**src/rtl/bal_pkg.sv**
```systemverilog
package bal_pkg;

  localparam int FLAG_C    = 0;
  localparam int FLAG_Z    = 1;
  localparam int FLAG_D    = 2;
  localparam int FLAG_V    = 3;
  localparam int FLAG_N    = 4;
  localparam int FLAG_BITS = 5;
  localparam int OP_BITS   = 5;

  typedef enum logic [OP_BITS-1:0] {
    OP_ADD  = 5'd0,  OP_SUB  = 5'd1,  OP_CMP  = 5'd2,  OP_AND  = 5'd3,
    OP_OR   = 5'd4,  OP_XOR  = 5'd5,  OP_SHL  = 5'd6,  OP_SHR  = 5'd7,
    OP_ROL  = 5'd8,  OP_ROR  = 5'd9,  OP_INC  = 5'd10, OP_DEC  = 5'd11,
    OP_BIT  = 5'd12, OP_SLOR = 5'd13, OP_SRXR = 5'd14, OP_RLAN = 5'd15,
    OP_RRAD = 5'd16, OP_DCMP = 5'd17, OP_ISUB = 5'd18, OP_LDF  = 5'd19
  } bal_op_e;

  typedef enum logic [2:0] {
    SK_PASS, SK_SHL, SK_SHR, SK_ROL, SK_ROR, SK_INC, SK_DEC
  } shift_k_e;

  typedef enum logic [1:0] { CI_FLAG, CI_ONE, CI_SHIFT } cin_k_e;
  typedef enum logic [1:0] { LK_AND, LK_OR, LK_XOR } logic_k_e;
  typedef enum logic [1:0] { AK_KEEP, AK_ADD, AK_LOGIC } acc_k_e;
  typedef enum logic [1:0] { RK_REG, RK_MOD, RK_ACC } res_k_e;
  typedef enum logic [2:0] { NZ_NONE, NZ_ACC, NZ_MOD, NZ_ADD, NZ_BIT } nz_k_e;
  typedef enum logic [1:0] { C_KEEP, C_ADD, C_SHIFT } c_k_e;
  typedef enum logic [1:0] { V_KEEP, V_ADD, V_BIT } v_k_e;

  typedef struct packed {
    shift_k_e shift_k;
    logic     add_inv;
    cin_k_e   cin_k;
    logic_k_e logic_k;
    acc_k_e   acc_k;
    res_k_e   res_k;
    nz_k_e    nz_k;
    c_k_e     c_k;
    v_k_e     v_k;
    logic     ld_flags;
  } bal_ctl_t;

  // Signed overflow of a + b: equal input signs, different result sign.
  function automatic logic sign_ovf(logic a_msb, logic b_msb, logic s_msb);
    return (a_msb == b_msb) && (s_msb != a_msb);
  endfunction

  function automatic bal_ctl_t bal_decode(logic [OP_BITS-1:0] op);
    bal_ctl_t c;
    c = '{shift_k: SK_PASS, add_inv: 1'b0, cin_k: CI_FLAG, logic_k: LK_AND,
          acc_k: AK_KEEP, res_k: RK_REG, nz_k: NZ_NONE, c_k: C_KEEP,
          v_k: V_KEEP, ld_flags: 1'b0};
    case (op)
      OP_ADD: begin
        c.acc_k = AK_ADD; c.res_k = RK_ACC; c.nz_k = NZ_ACC;
        c.c_k = C_ADD; c.v_k = V_ADD;
      end
      OP_SUB: begin
        c.add_inv = 1'b1; c.acc_k = AK_ADD; c.res_k = RK_ACC;
        c.nz_k = NZ_ACC; c.c_k = C_ADD; c.v_k = V_ADD;
      end
      OP_CMP: begin
        c.add_inv = 1'b1; c.cin_k = CI_ONE; c.nz_k = NZ_ADD; c.c_k = C_ADD;
      end
      OP_AND, OP_OR, OP_XOR: begin
        c.logic_k = (op == OP_AND) ? LK_AND : (op == OP_OR) ? LK_OR : LK_XOR;
        c.acc_k = AK_LOGIC; c.res_k = RK_ACC; c.nz_k = NZ_ACC;
      end
      OP_SHL, OP_SHR, OP_ROL, OP_ROR: begin
        c.shift_k = (op == OP_SHL) ? SK_SHL : (op == OP_SHR) ? SK_SHR :
                    (op == OP_ROL) ? SK_ROL : SK_ROR;
        c.res_k = RK_MOD; c.nz_k = NZ_MOD; c.c_k = C_SHIFT;
      end
      OP_INC, OP_DEC: begin
        c.shift_k = (op == OP_INC) ? SK_INC : SK_DEC;
        c.res_k = RK_MOD; c.nz_k = NZ_MOD;
      end
      OP_BIT: begin
        c.logic_k = LK_AND; c.nz_k = NZ_BIT; c.v_k = V_BIT;
      end
      OP_SLOR, OP_SRXR, OP_RLAN: begin
        c.shift_k = (op == OP_SLOR) ? SK_SHL : (op == OP_SRXR) ? SK_SHR : SK_ROL;
        c.logic_k = (op == OP_SLOR) ? LK_OR : (op == OP_SRXR) ? LK_XOR : LK_AND;
        c.acc_k = AK_LOGIC; c.res_k = RK_MOD; c.nz_k = NZ_ACC; c.c_k = C_SHIFT;
      end
      OP_RRAD: begin
        c.shift_k = SK_ROR; c.cin_k = CI_SHIFT; c.acc_k = AK_ADD;
        c.res_k = RK_MOD; c.nz_k = NZ_ACC; c.c_k = C_ADD; c.v_k = V_ADD;
      end
      OP_DCMP: begin
        c.shift_k = SK_DEC; c.add_inv = 1'b1; c.cin_k = CI_ONE;
        c.res_k = RK_MOD; c.nz_k = NZ_ADD; c.c_k = C_ADD;
      end
      OP_ISUB: begin
        c.shift_k = SK_INC; c.add_inv = 1'b1; c.acc_k = AK_ADD;
        c.res_k = RK_MOD; c.nz_k = NZ_ACC; c.c_k = C_ADD; c.v_k = V_ADD;
      end
      OP_LDF: begin
        c.res_k = RK_MOD; c.ld_flags = 1'b1;
      end
      default: ;
    endcase
    return c;
  endfunction

endpackage

```
**src/rtl/bal_shift_unit.sv**
```systemverilog
module bal_shift_unit
  import bal_pkg::*;
#(
  parameter int W = 8
) (
  input  shift_k_e       kind_i,
  input  logic [W-1:0]   val_i,
  input  logic           cin_i,
  output logic [W-1:0]   val_o,
  output logic           cout_o
);
  always_comb begin
    val_o  = val_i;
    cout_o = cin_i;
    case (kind_i)
      SK_SHL: begin val_o = {val_i[W-2:0], 1'b0};  cout_o = val_i[W-1]; end
      SK_SHR: begin val_o = {1'b0, val_i[W-1:1]};  cout_o = val_i[0];   end
      SK_ROL: begin val_o = {val_i[W-2:0], cin_i}; cout_o = val_i[W-1]; end
      SK_ROR: begin val_o = {cin_i, val_i[W-1:1]}; cout_o = val_i[0];   end
      SK_INC: val_o = val_i + W'(1);
      SK_DEC: val_o = val_i - W'(1);
      default: ;
    endcase
  end
endmodule

```
**src/rtl/bal_adder.sv**
```systemverilog
module bal_adder
  import bal_pkg::*;
#(
  parameter int W = 8
) (
  input  logic [W-1:0] a_i,
  input  logic [W-1:0] b_i,
  input  logic         cin_i,
  output logic [W-1:0] sum_o,
  output logic         cout_o,
  output logic         ovf_o
);
  logic [W:0] wide;
  always_comb begin
    wide   = {1'b0, a_i} + {1'b0, b_i} + {{W{1'b0}}, cin_i};
    sum_o  = wide[W-1:0];
    cout_o = wide[W];
    ovf_o  = sign_ovf(a_i[W-1], b_i[W-1], wide[W-1]);
  end
endmodule

```
**src/rtl/bal_logic_unit.sv**
```systemverilog
module bal_logic_unit
  import bal_pkg::*;
#(
  parameter int W = 8
) (
  input  logic_k_e     kind_i,
  input  logic [W-1:0] a_i,
  input  logic [W-1:0] b_i,
  output logic [W-1:0] y_o
);
  always_comb begin
    case (kind_i)
      LK_OR:   y_o = a_i | b_i;
      LK_XOR:  y_o = a_i ^ b_i;
      default: y_o = a_i & b_i;
    endcase
  end
endmodule

```
**src/rtl/bal_status_reg.sv**
```systemverilog
module bal_status_reg
  import bal_pkg::*;
(
  input  logic                 clk,
  input  logic                 rst_n,
  input  logic                 en_i,
  input  logic                 ld_i,
  input  logic [FLAG_BITS-1:0] ld_val_i,
  input  logic                 wr_nz_i,
  input  logic                 n_i,
  input  logic                 z_i,
  input  logic                 wr_c_i,
  input  logic                 c_i,
  input  logic                 wr_v_i,
  input  logic                 v_i,
  output logic [FLAG_BITS-1:0] flags_o
);
  logic [FLAG_BITS-1:0] nxt;

  always_comb begin
    nxt = flags_o;
    if (ld_i) begin
      nxt = ld_val_i;
    end else begin
      if (wr_nz_i) begin nxt[FLAG_N] = n_i; nxt[FLAG_Z] = z_i; end
      if (wr_c_i)  nxt[FLAG_C] = c_i;
      if (wr_v_i)  nxt[FLAG_V] = v_i;
    end
  end

  always_ff @(posedge clk or negedge rst_n) begin
    if (!rst_n)    flags_o <= '0;
    else if (en_i) flags_o <= nxt;
  end
endmodule

```
**src/rtl/byte_alu_flags.sv**
```systemverilog
module byte_alu_flags
  import bal_pkg::*;
#(
  parameter int W = 8
) (
  input  logic                 clk,
  input  logic                 rst_n,
  input  logic                 exec_i,
  input  logic [OP_BITS-1:0]   op_i,
  input  logic [W-1:0]         acc_i,
  input  logic [W-1:0]         opnd_i,
  output logic [W-1:0]         result_o,
  output logic [W-1:0]         acc_o,
  output logic                 acc_we_o,
  output logic [FLAG_BITS-1:0] flags_o
);
  bal_ctl_t   ctl;
  logic [W-1:0] mod_val, add_b, add_sum, logic_val, acc_new, nz_src;
  logic       shift_cout, add_cin, add_cout, add_ovf;
  logic       nz_wr, n_new, z_new, c_wr, c_new, v_wr, v_new;
  logic       carry_now;

  assign ctl       = bal_decode(op_i);
  assign carry_now = flags_o[FLAG_C];

  bal_shift_unit #(.W(W)) u_shift (
    .kind_i(ctl.shift_k), .val_i(opnd_i), .cin_i(carry_now),
    .val_o(mod_val), .cout_o(shift_cout)
  );

  assign add_b = ctl.add_inv ? ~mod_val : mod_val;
  always_comb begin
    case (ctl.cin_k)
      CI_ONE:   add_cin = 1'b1;
      CI_SHIFT: add_cin = shift_cout;
      default:  add_cin = carry_now;
    endcase
  end

  bal_adder #(.W(W)) u_add (
    .a_i(acc_i), .b_i(add_b), .cin_i(add_cin),
    .sum_o(add_sum), .cout_o(add_cout), .ovf_o(add_ovf)
  );

  bal_logic_unit #(.W(W)) u_logic (
    .kind_i(ctl.logic_k), .a_i(acc_i), .b_i(mod_val), .y_o(logic_val)
  );

  always_comb begin
    case (ctl.acc_k)
      AK_ADD:   acc_new = add_sum;
      AK_LOGIC: acc_new = logic_val;
      default:  acc_new = acc_i;
    endcase
  end

  assign acc_o    = acc_new;
  assign acc_we_o = (ctl.acc_k != AK_KEEP);

  always_comb begin
    case (ctl.res_k)
      RK_MOD:  result_o = mod_val;
      RK_ACC:  result_o = acc_new;
      default: result_o = acc_i;
    endcase
  end

  always_comb begin
    case (ctl.nz_k)
      NZ_ACC:  nz_src = acc_new;
      NZ_MOD:  nz_src = mod_val;
      NZ_ADD:  nz_src = add_sum;
      default: nz_src = logic_val;
    endcase
    nz_wr = (ctl.nz_k != NZ_NONE);
    n_new = (ctl.nz_k == NZ_BIT) ? opnd_i[W-1] : nz_src[W-1];
    z_new = (nz_src == '0);
    c_wr  = (ctl.c_k != C_KEEP);
    c_new = (ctl.c_k == C_ADD) ? add_cout : shift_cout;
    v_wr  = (ctl.v_k != V_KEEP);
    v_new = (ctl.v_k == V_BIT) ? opnd_i[W-2] : add_ovf;
  end

  bal_status_reg u_flags (
    .clk(clk), .rst_n(rst_n), .en_i(exec_i),
    .ld_i(ctl.ld_flags), .ld_val_i(opnd_i[FLAG_BITS-1:0]),
    .wr_nz_i(nz_wr), .n_i(n_new), .z_i(z_new),
    .wr_c_i(c_wr), .c_i(c_new), .wr_v_i(v_wr), .v_i(v_new),
    .flags_o(flags_o)
  );
endmodule

```
**config.mk**
```make
export PLATFORM = sky130hd
export DESIGN_NAME = byte_alu_flags
export DESIGN_NICKNAME = d
export VERILOG_FILES = /design/src/rtl/bal_pkg.sv /design/src/rtl/bal_shift_unit.sv /design/src/rtl/bal_adder.sv /design/src/rtl/bal_logic_unit.sv /design/src/rtl/bal_status_reg.sv /design/src/rtl/byte_alu_flags.sv
export SDC_FILE = /design/constraint.sdc
export NUM_CORES = 1
export LEC_CHECK = 0
export BUFFER_PORTS_ARGS = -buffer_cell sky130_fd_sc_hd__buf_4
export CORE_MARGIN = 3
export CORE_UTILIZATION = 65
export DETAILED_ROUTE_END_ITERATION = 10
export HOLD_SLACK_MARGIN = 0.12
export PLACE_DENSITY = 0.95
export SETUP_SLACK_MARGIN = 0.3
export SYNTH_ARGS = -nofsm -noshare
export SYNTH_HDL_FRONTEND = slang
export SYNTH_SLANG_ARGS = --single-unit
```
**constraint.sdc**
```tcl
create_clock -name clk -period 12.6 [get_ports clk]
set_input_delay 2.52 -clock clk [delete_from_list [all_inputs] [get_ports clk]]
set_output_delay 2.52 -clock clk [all_outputs]
set_load 0.005 [all_outputs]
```
# [After elaboration in Yosys (flattened, before gate mapping)]
# Index checks and enable logic that the tools add are counted.
[totals] regBits=5 latch_bits=0 ramBits=0 romBits=0 in_bits=24 output_inout_bits=22 word_cells=120 mem_count=0
[op_classes] add_sub_neg=4 n_mul=0 div=0 n_lt_le_gt_ge=0 n_eq_ne=41 shifts=0 n_mux=37 bitwise_logic=4 n_reduce_logical=30
[ops] op="8-bit one-hot mux with 2 select lines" count=3
[ops] op="8-bit one-hot mux with 6 select lines" count=1
[ops] op="5-bit by 4-bit equality test with 1-bit output (second input constant)" count=8
[ops] op="2-bit one-hot mux with 2 select lines" count=6
[ops] op="8-bit one-hot mux with 3 select lines" count=1
[ops] op="5-bit by 3-bit equality test with 1-bit output (second input constant)" count=4
[ops] op="5-bit equality test (second input constant)" count=4
[ops] op="3-bit one-hot mux with 6 select lines" count=1
[ops] op="6-bit OR reduction" count=3
[ops] op="2-bit two-way mux" count=8
[ops] op="13-bit OR reduction" count=1
[ops] op="3-bit by 2-bit equality test with 1-bit output (second input constant)" count=4
[ops] op="3-bit equality test (second input constant)" count=4
[ops] op="3-bit one-hot mux with 4 select lines" count=1
[ops] op="2-bit nonzero test" count=6
[ops] op="4-bit OR reduction" count=3
[ops] op="2-bit by 1-bit equality test with 1-bit output (second input constant)" count=5
[ops] op="2-bit equality test (second input constant)" count=5
[ops] op="5-bit by 2-bit equality test with 1-bit output (second input constant)" count=2
[ops] op="1-bit two-way mux" count=10
[ops] op="10-bit OR reduction" count=1
[ops] op="8-bit by 8-bit adder with 9-bit output" count=1
[ops] op="9-bit by 1-bit adder with 9-bit output" count=1
[ops] op="3-bit two-way mux" count=3
[ops] op="other kinds (21)" count=30

# [Logic depth before layout (Yosys ltp)]
# Gate-level depths: netlist of run 1.
[logic_depth] depth_word=16 ltp_mapped=21

# [Hierarchy]
# From an unflattened synthesis of run 1, not the netlist that was laid out.
[hier_totals] hier_cells=447 area_unflattened_um2=2975.4
[by_module_without_submodules] mod="byte_alu_flags" instances=1 cells_each=168 area_each_um2=1062.3 seq_area_each_um2=0.0
[by_module_without_submodules] mod="bal_shift_unit" instances=1 cells_each=143 area_each_um2=844.6 seq_area_each_um2=0.0
[by_module_without_submodules] mod="bal_logic_unit" instances=1 cells_each=70 area_each_um2=481.7 seq_area_each_um2=0.0
[by_module_without_submodules] mod="bal_adder" instances=1 cells_each=42 area_each_um2=336.6 seq_area_each_um2=0.0
[by_module_without_submodules] mod="bal_status_reg" instances=1 cells_each=24 area_each_um2=250.2 seq_area_each_um2=125.1

# [Least setup slack after synthesis of run 1]
# OpenSTA, ideal clock, no wires.
[synth_timing] kind="input-to-output" startpoint="input op_i[4]" endpoint="output result_o[7]" arrival_time_ns=6.349 required_ns=10.080 setup_slack_ns=3.731 stages=19 n_path_buf=1 path_cell_list="buf_4 > nor2b_2 > a2bb2oi_1 > nor2_1 > ha_1 > a21o_1 > a21oi_1 > xor2_1 > nor2_1 > o32a_1 > xnor2_1 > ha_1 > o21a_1 > a21o_1 > a21oi_1 > xnor2_1 > a221oi_1 > nor3b_1 > a2bb2oi_1"
[synth_between] elab_chain_len=13
[synth_lines] element="from (decl)" line="byte_alu_flags.sv:9" source="input logic [OP_BITS-1:0] op_i,"
[synth_lines] element="5-bit by 4-bit equality test with 1-bit output" line="bal_pkg.sv:54, bal_pkg.sv:72"
[synth_lines] element="3-bit two-way mux" line="bal_pkg.sv:72" source="(op == OP_ROL) ? SK_ROL : SK_ROR;"
[synth_lines] element="3-bit two-way mux (2 in series)" line="bal_pkg.sv:71" source="c.shift_k = (op == OP_SHL) ? SK_SHL : (op == OP_SHR) ? SK_SHR :"
[synth_lines] element="3-bit one-hot mux with 6 select lines" line="bal_pkg.sv:54" source="case (op)"
[synth_lines] element="3-bit equality test (tied with other cells)" line="bal_shift_unit.sv:15" source="case (kind_i)"
[synth_lines] element="8-bit one-hot mux with 6 select lines" line="bal_shift_unit.sv:15"
[synth_lines] element="8-bit inverter" line="byte_alu_flags.sv:31" source="assign add_b = ctl.add_inv ? ~mod_val : mod_val;"
[synth_lines] element="8-bit two-way mux" line="byte_alu_flags.sv:31"
[synth_lines] element="8-bit by 8-bit adder with 9-bit output" line="bal_adder.sv:15" source="wide = {1'b0, a_i} + {1'b0, b_i} + {{W{1'b0}}, cin_i};"
[synth_lines] element="9-bit by 1-bit adder with 9-bit output" line="bal_adder.sv:15"
[synth_lines] element="8-bit one-hot mux with 2 select lines" line="byte_alu_flags.sv:50" source="case (ctl.acc_k)"
[synth_lines] element="8-bit one-hot mux with 2 select lines *" line="byte_alu_flags.sv:61" source="case (ctl.res_k)"
[synth_lines] element="to (decl)" line="byte_alu_flags.sv:12" source="output logic [W-1:0] result_o,"
# Every way passes the cells marked *; elsewhere a longest branch is shown, timed or not.

# [Final worst setup path of run 1]
[layout_timing] startpoint="input op_i[3]" endpoint="output result_o[7]"
# Same word-level chain as after synthesis.

==> results.txt, run 1 <==
Status - finished clean
R2r worst-path depth - 14
FFs w/ async S/R, synth - 1.00
# nets final - 548
Initial Util - 0.702
Vias/cell - 7.09
Core Region - 0.00456 sq mm
WL/cell - 18.6 um
Part of the cycle the worst path needs - 0.794
TritonCTS buffer count - 3
Dpl hpwl - 7790 um
Final Skew - 2.48 ps
Root buf cell - clkbuf_8
Final Critical Period - 10000 ps
DRC errors left - 0
Slew HR - 0.510
Num Clock Sinks - 5
Layout area overhead - 8.86%
Yosys warns - 0
Total power - 258 uW
Switch share - 0.508
Global route overflow - 0
Reg clk slew, reported paths - 40 ps
Register share of total power - 0.094
Row Count - 24
Worst setup SP type - input pin
First-pass GRT wire length - 16200 um
Crit path capture type - output port
Die area - 0.00581 sq mm
Pwr Density - 73.9 mW/mm^2
Post-synth EDFFs - 0
Maxcap violations - 0
Antenna Cells - 0
Drt initial violations - 713
Antenna violations before repair - 0
Mapped cell area - 0.00320 sq mm
Port bufs - 45
Max Freq - 100 MHz
Clk buf depth - 2
Num ports - 46
CTS tree - built
P_int - 127 uW
Overall die width - 76.2 um
Worst endpoint data arrival time - 7480 ps
Final Slew Violations - 0
Hold path depth - 2
Post-CTS Resized - 0
P_leak - 1.56 nW
Clock share of power - 0.114
Fillers - 350
Hold buffers post-CTS - 0
Vias - 3878
Total negative setup slack - 0 ps
Avg Synthesized Cell Area - 6.92 sq um
H-tree depth - 1
Register area - 125 sq um
ANT nets after route - 0
Biggest register - u_flags.flags_o
Largest register FFs - 5
Logic pwr share - 0.793
Peak supply drop - 0.0564 mV
Post-synth cell types - 83
Cell count after synthesis - 463
Switch Pwr - 131 uW
Final WL - 10200 um
RSZ-0062 raised after global routing - false
Post CTS Setup Buffer Count - 0
Multi-input logic area - 0.00276 sq mm
Syn_nets - 528
Vias in the first global route - 3391
GRT Util Overall - 0.329
Final Hold Violating Endpoints - 0
Worst EP required - 10080 ps
Worst-Margin Slew - 733 ps
Top FF cell, synth - dfrtp_1
Hold/Removal Path Class - flop to flop
Die H - 76.2 um
Post-synthesis sequential area ratio - 0.0390
WS Path Type - input pin to output port
Share of cells above drive strength 1 - 0.143
Gpl congestion - 1.01
Final setup vio count - 0
Clk_lat worst skew - 220 ps
Biggest regs - u_flags.flags_o (5)
Largest net degree at the start of global routing - 39
Synthesized flop and latch total - 5
Crit Path Max Fanout - 35
Pre-Repair DR Iteration Count - 7
-- layout make-up --
class / instances / area share
Timing Repair Buffer: 45 / 0.0968
Multi-Input combinational cell: 391 / 0.791
Clock buffer: 4 / 0.0129
Tap cell: 65 / 0.0233
Sequential cell: 5 / 0.0359
Inverter: 37 / 0.0398
-- critical path, stage by stage --
cell       delay (ps)
buf_4             270
nor2b_2           340
a2bb2oi_1         110
nor2_1            560
ha_1              400
xor2_1            180
a32oi_1           180
o21ai_0           140
and2_1            250
xnor2_1           170
ha_1              350
o21ai_0           300
o21ai_0           130
a21o_1            190
a21oi_1           360
xnor2_1           230
a221oi_1          160
nor3b_1           250
a2bb2oi_1         220
buf_4             140
-- cells in the mapped netlist, types with 3 or more instances --
| master | number | area [sq um] |
|---|---|---|
| ha_1 | 38 | 475 |
| a21oi_1 | 37 | 185 |
| o21ai_0 | 36 | 180 |
| inv_1 | 35 | 131 |
| nand2_1 | 35 | 131 |
| nor2_1 | 31 | 116 |
| nand2b_1 | 17 | 106 |
| nor2b_1 | 14 | 87.6 |
| a221oi_1 | 12 | 105 |
| nand3_1 | 12 | 60.1 |
| clkbuf_1 | 11 | 41.3 |
| xnor2_1 | 11 | 96.3 |
| xor2_1 | 11 | 96.3 |
| a31oi_1 | 9 | 56.3 |
| a21o_1 | 8 | 60.1 |
| buf_4 | 8 | 60.1 |
| a22oi_1 | 7 | 52.6 |
| o211ai_1 | 7 | 52.6 |
| and2_1 | 6 | 37.5 |
| buf_2 | 5 | 25.0 |
| dfrtp_1 | 5 | 125 |
| nor3_1 | 5 | 25.0 |
| a32oi_1 | 4 | 35.0 |
| buf_6 | 4 | 45.0 |
| nor3b_1 | 4 | 30.0 |
| o21a_1 | 4 | 30.0 |
| or2_2 | 4 | 25.0 |
| a211oi_1 | 3 | 22.5 |
| a21boi_0 | 3 | 22.5 |
| a221o_1 | 3 | 30.0 |
| a2bb2oi_1 | 3 | 26.3 |
| and3_1 | 3 | 18.8 |
| fa_1 | 3 | 60.1 |
| o21ai_1 | 3 | 15.0 |
| o221ai_1 | 3 | 26.3 |
-- cells in the final DEF, fill, tap and decap left out, drive strengths merged, types with 8 or more instances in the layout --
cell / instances
nand2: 37
inv: 36
ha: 38
o21ai: 39
xor2: 11
nand3: 12
nor2b: 15
buf: 45
a21o: 8
a21oi: 38
a221oi: 13
nor2: 31
a31oi: 10
xnor2: 11
nand2b: 17
-- final timing paths --
kind | slack, ps | to | from
max | 2600 | result_o[7] | op_i[3]
min | 490 | u_flags.flags_o[2] | u_flags.flags_o[2]
max reg2reg | 8240 | u_flags.flags_o[1] | u_flags.flags_o[0]
min reg2reg | 490 | u_flags.flags_o[2] | u_flags.flags_o[2]
max in group asynchronous | 10400 | u_flags.flags_o[1] | rst_n
min in group asynchronous | 2090 | u_flags.flags_o[2] | rst_n
-- per-layer routing --
layer | part of all wire | vias up | track usage
met4 | 0.035 | 0 | 0.0960
li1 | - | 1731 | -
met1 | 0.39 | 1788 | 0.460
met3 | 0.13 | 54 | 0.0402
met2 | 0.44 | 305 | 0.527
met5 | 0 | - | 0
-- power groups by stage --
stage | logic [mW] | registers [mW] | clock network, mW
3_5_place_dp | 0.196 | 0.0241 | 0
6_report | 0.204 | 0.0241 | 0.0293
4_1_cts | 0.196 | 0.0239 | 0.0296
5_1_grt | 0.219 | 0.0246 | 0.0315
2_1_floorplan | 0.136 | 0.0235 | 0
3_3_place_gp | 0.189 | 0.0239 | 0
-- logic make-up (layout without fill, tap and decap cells) --
logic type,after synthesis,after routing,share of synthesized area
buffers and inverters,67,86,0.0996
AND/OR/NAND/NOR,154,154,0.258
flip-flops,5,5,0.0390
adder cells (fa/ha/maj),41,41,0.167
XOR/XNOR,22,22,0.0601
AO/OA/AOI/OAI,173,173,0.372
multiplexers,1,1,0.00351
-- per-stage QoR --
step                cells  setup WS [ps]  hold WS, ps  instance area, sq um   util
floorplan             463           3730          470                  3200      -
global placement      543           2990          463                  3440  0.754
detailed placement    543           2760          482                  3440  0.754
CTS                   547           2740          492                  3490  0.764
global route          547           2270          524                  3490  0.764
finish                547           2600          488                  3490  0.764
(Power assumes the default switching activity.)
==> run 2: changes to the inputs <==
Settings changed: CORE_UTILIZATION 65 to 54, PLACE_DENSITY 0.95 to 0.89.
Clock period 12.6 ns to 8.7 ns, I/O delays scaled along.
==> run 2 against run 1 <==
Worst hold slack worse by 6.0 ps; clock power is 49% higher; sequential cell count stayed put; critical path depth is 1 higher; non-clock buffer count is 1 higher; final cell count is 1.5% higher; sequential power is 45% higher; combinational power is 45% higher; routed wire length is 2.1% higher; count of clock-buffer cells in the layout stayed put; final area is 0.79% higher.
==> results.txt, run 2 (same netlist as run 1, synthesis figures left out) <==
Worst setup SP type - input pin
GRT Util Overall - 0.287 (-0.0422)
Multi-input logic area - 0.00277 sq mm (+0.41%)
Top Family by Delay on Critical Path - compound AO/OA/AOI/OAI gates
Hold_ws - 482 ps (-5.98 ps)
Commonest non-fill, non-tap cell in the layout - buf_4
RSZ-0062 raised after global routing - false
Fillers - 533 (+52%)
Switch Pwr - 190 uW (+45%)
Die area - 0.00689 sq mm (+19%)
Final setup vio count - 0 (unchanged)
Dpl hpwl - 8030 um (+3.1%)
Worst endpoint data arrival time - 6330 ps (-1150 ps)
Register share of total power - 0.093 (about the same)
Slew HR - 0.413 (-0.0969)
Layout area overhead - 9.72%
Peak supply drop - 0.111 mV (+96%)
Initial Util - 0.571 (-0.131)
Largest net degree at the start of global routing - 39 (unchanged)
Worst-Margin Slew - 878 ps (+145 ps)
WS Path Type - input pin to output port
Global route overflow - 0 (unchanged)
Share of cells above drive strength 1 - 0.147 (+0.00384)
Biggest register - u_flags.flags_o
Register area - 125 sq um (unchanged)
TritonCTS buffer count - 3 (unchanged)
WP buf/inv - 3 (+1)
Gpl congestion - 0.993 (-2.2%)
Switch share - 0.508 (about the same)
Reg clk slew, reported paths - 40 ps (about the same)
Status - finished clean
Vias - 3746 (-3.4%)
Clock share of power - 0.117 (+0.003)
Worst path slowest cell - o32a_1
Most frequent cells in the layout - buf_4 (46), ha_1 (38), a21oi_1 (37)
Drt initial violations - 581 (-19%)
Total negative setup slack - 0 ps (unchanged)
Core Region - 0.00561 sq mm (+23%)
Part of the cycle the worst path needs - 0.927
Pre-Repair DR Iteration Count - 6 (-1)
First-pass GRT wire length - 16800 um (+3.8%)
Num Clock Sinks - 5 (unchanged)
Crit path capture type - output port
Overall die width - 83.0 um (+8.9%)
WL/cell - 18.7 um (+0.64%)
Die H - 83.0 um (+8.9%)
Final WL - 10400 um (+2.1%)
P_int - 185 uW (+46%)
Logic pwr share - 0.790 (-0.003)
Hold/Removal Path Class - flop to flop
Final Skew - 0.639 ps (-1.84 ps)
Antenna Cells - 0 (unchanged)
Pwr Density - 107 mW/mm^2 (+44%)
P_leak - 1.58 nW (+0.86%)
Worst path max stage delay - 450 ps (-110 ps)
CTS tree - built
Max Freq - 124 MHz
Antenna violations before repair - 0 (unchanged)
Maxcap violations - 0 (unchanged)
Worst EP required - 6960 ps (-3120 ps)
Final Hold Violating Endpoints - 0 (unchanged)
Biggest regs - u_flags.flags_o (5)
ANT nets after route - 0 (unchanged)
Largest register FFs - 5 (unchanged)
Root buf cell - clkbuf_8
Final Slew Violations - 0 (unchanged)
Clk buf depth - 2 (unchanged)
Post-layout util - 0.627 (-0.137)
Final Critical Period - 8070 ps
Row Count - 27 (+13%)
H-tree depth - 1 (unchanged)
Hold buffers post-CTS - 0 (unchanged)
Num ports - 46 (unchanged)
Crit Path Max Fanout - 34 (-2.9%)
Port bufs - 45 (unchanged)
Most used cell along the critical path - buf_4
CP Cell Sequence - buf_4 -> nand2b_1 -> a2bb2oi_1 -> nor2_1 -> buf_4 -> fa_1 -> a21o_1 -> a21oi_1 -> xor2_1 -> nor2_1 -> o32a_1 -> xnor2_1 -> ha_1 -> o21a_1 -> a21o_1 -> a21oi_1 -> xnor2_1 -> a221oi_2 -> nor3b_1 -> a2bb2oi_1 -> buf_4
DRC errors left - 0 (unchanged)
Vias/cell - 6.75 (-4.8%)
# nets final - 549 (+0.18%)
Vias in the first global route - 3331 (-1.8%)
Clk_lat worst skew - 220 ps (about the same)
[run 2: power by group through the flow]
stage | clock, mW | combinational, mW | sequential (mW)
finish | 0.0438 | 0.296 | 0.0349
floorplan | 0 | 0.197 | 0.0341
detailed placement | 0 | 0.285 | 0.0352
global placement | 0 | 0.282 | 0.0349
global route | 0.0460 | 0.322 | 0.0359
CTS | 0.0439 | 0.287 | 0.0350
[run 2: final timing paths]
kind | end | slack (ps) | startpoint | cells after the start
max | result_o[7] | 630 | op_i[1] | 21
min | u_flags.flags_o[3] | 480 | u_flags.flags_o[3] | 2
max reg2reg | u_flags.flags_o[1] | 4400 | u_flags.flags_o[0] | 15
min reg2reg | u_flags.flags_o[3] | 480 | u_flags.flags_o[3] | 2
max in group asynchronous | u_flags.flags_o[4] | 7280 | rst_n | 1
min in group asynchronous | u_flags.flags_o[0] | 1310 | rst_n | 1
[run 2: area by class of cell]
type | count | area share
tap | 72 | 0.0256
multi-input combinational | 391 | 0.788
timing repair buffer | 46 | 0.0982
sequential | 5 | 0.0356
clock buffer | 4 | 0.0128
inverter | 37 | 0.0395
[run 2: metrics by stage]
step | setup slack, ps | area, sq um | instances | total power [mW]
2_1_floorplan | 1390 | 3200 | 463 | 0.231
3_3_place_gp | 829 | 3460 | 551 | 0.317
3_5_place_dp | 697 | 3460 | 551 | 0.321
4_1_cts | 682 | 3500 | 555 | 0.366
5_1_grt | 337 | 3520 | 555 | 0.404
6_report | 634 | 3520 | 555 | 0.375
[run 2: worst min-delay path, delay by kind of cell (launching register included)]
family,cells,cell delay [ps]
DFF,1,340
and+or+nand+nor,1,50
AOI/OAI and AO/OA,1,60
[run 2: layer usage]
| layer | track usage | vias up | share of wire |
|---|---|---|---|
| li1 | - | 1740 | - |
| met3 | 0.0278 | 34 | 0.097 |
| met1 | 0.413 | 1738 | 0.43 |
| met4 | 0.0758 | 0 | 0.025 |
| met2 | 0.454 | 234 | 0.45 |
| met5 | 0 | - | 0 |
[run 2: what timing repair did]
| item | CTS | global route |
|---|---|---|
| buffers inserted | 0 | 0 |
| setup endpoints to repair | 0 | 1 |
| resized for setup | 0 | 3 |
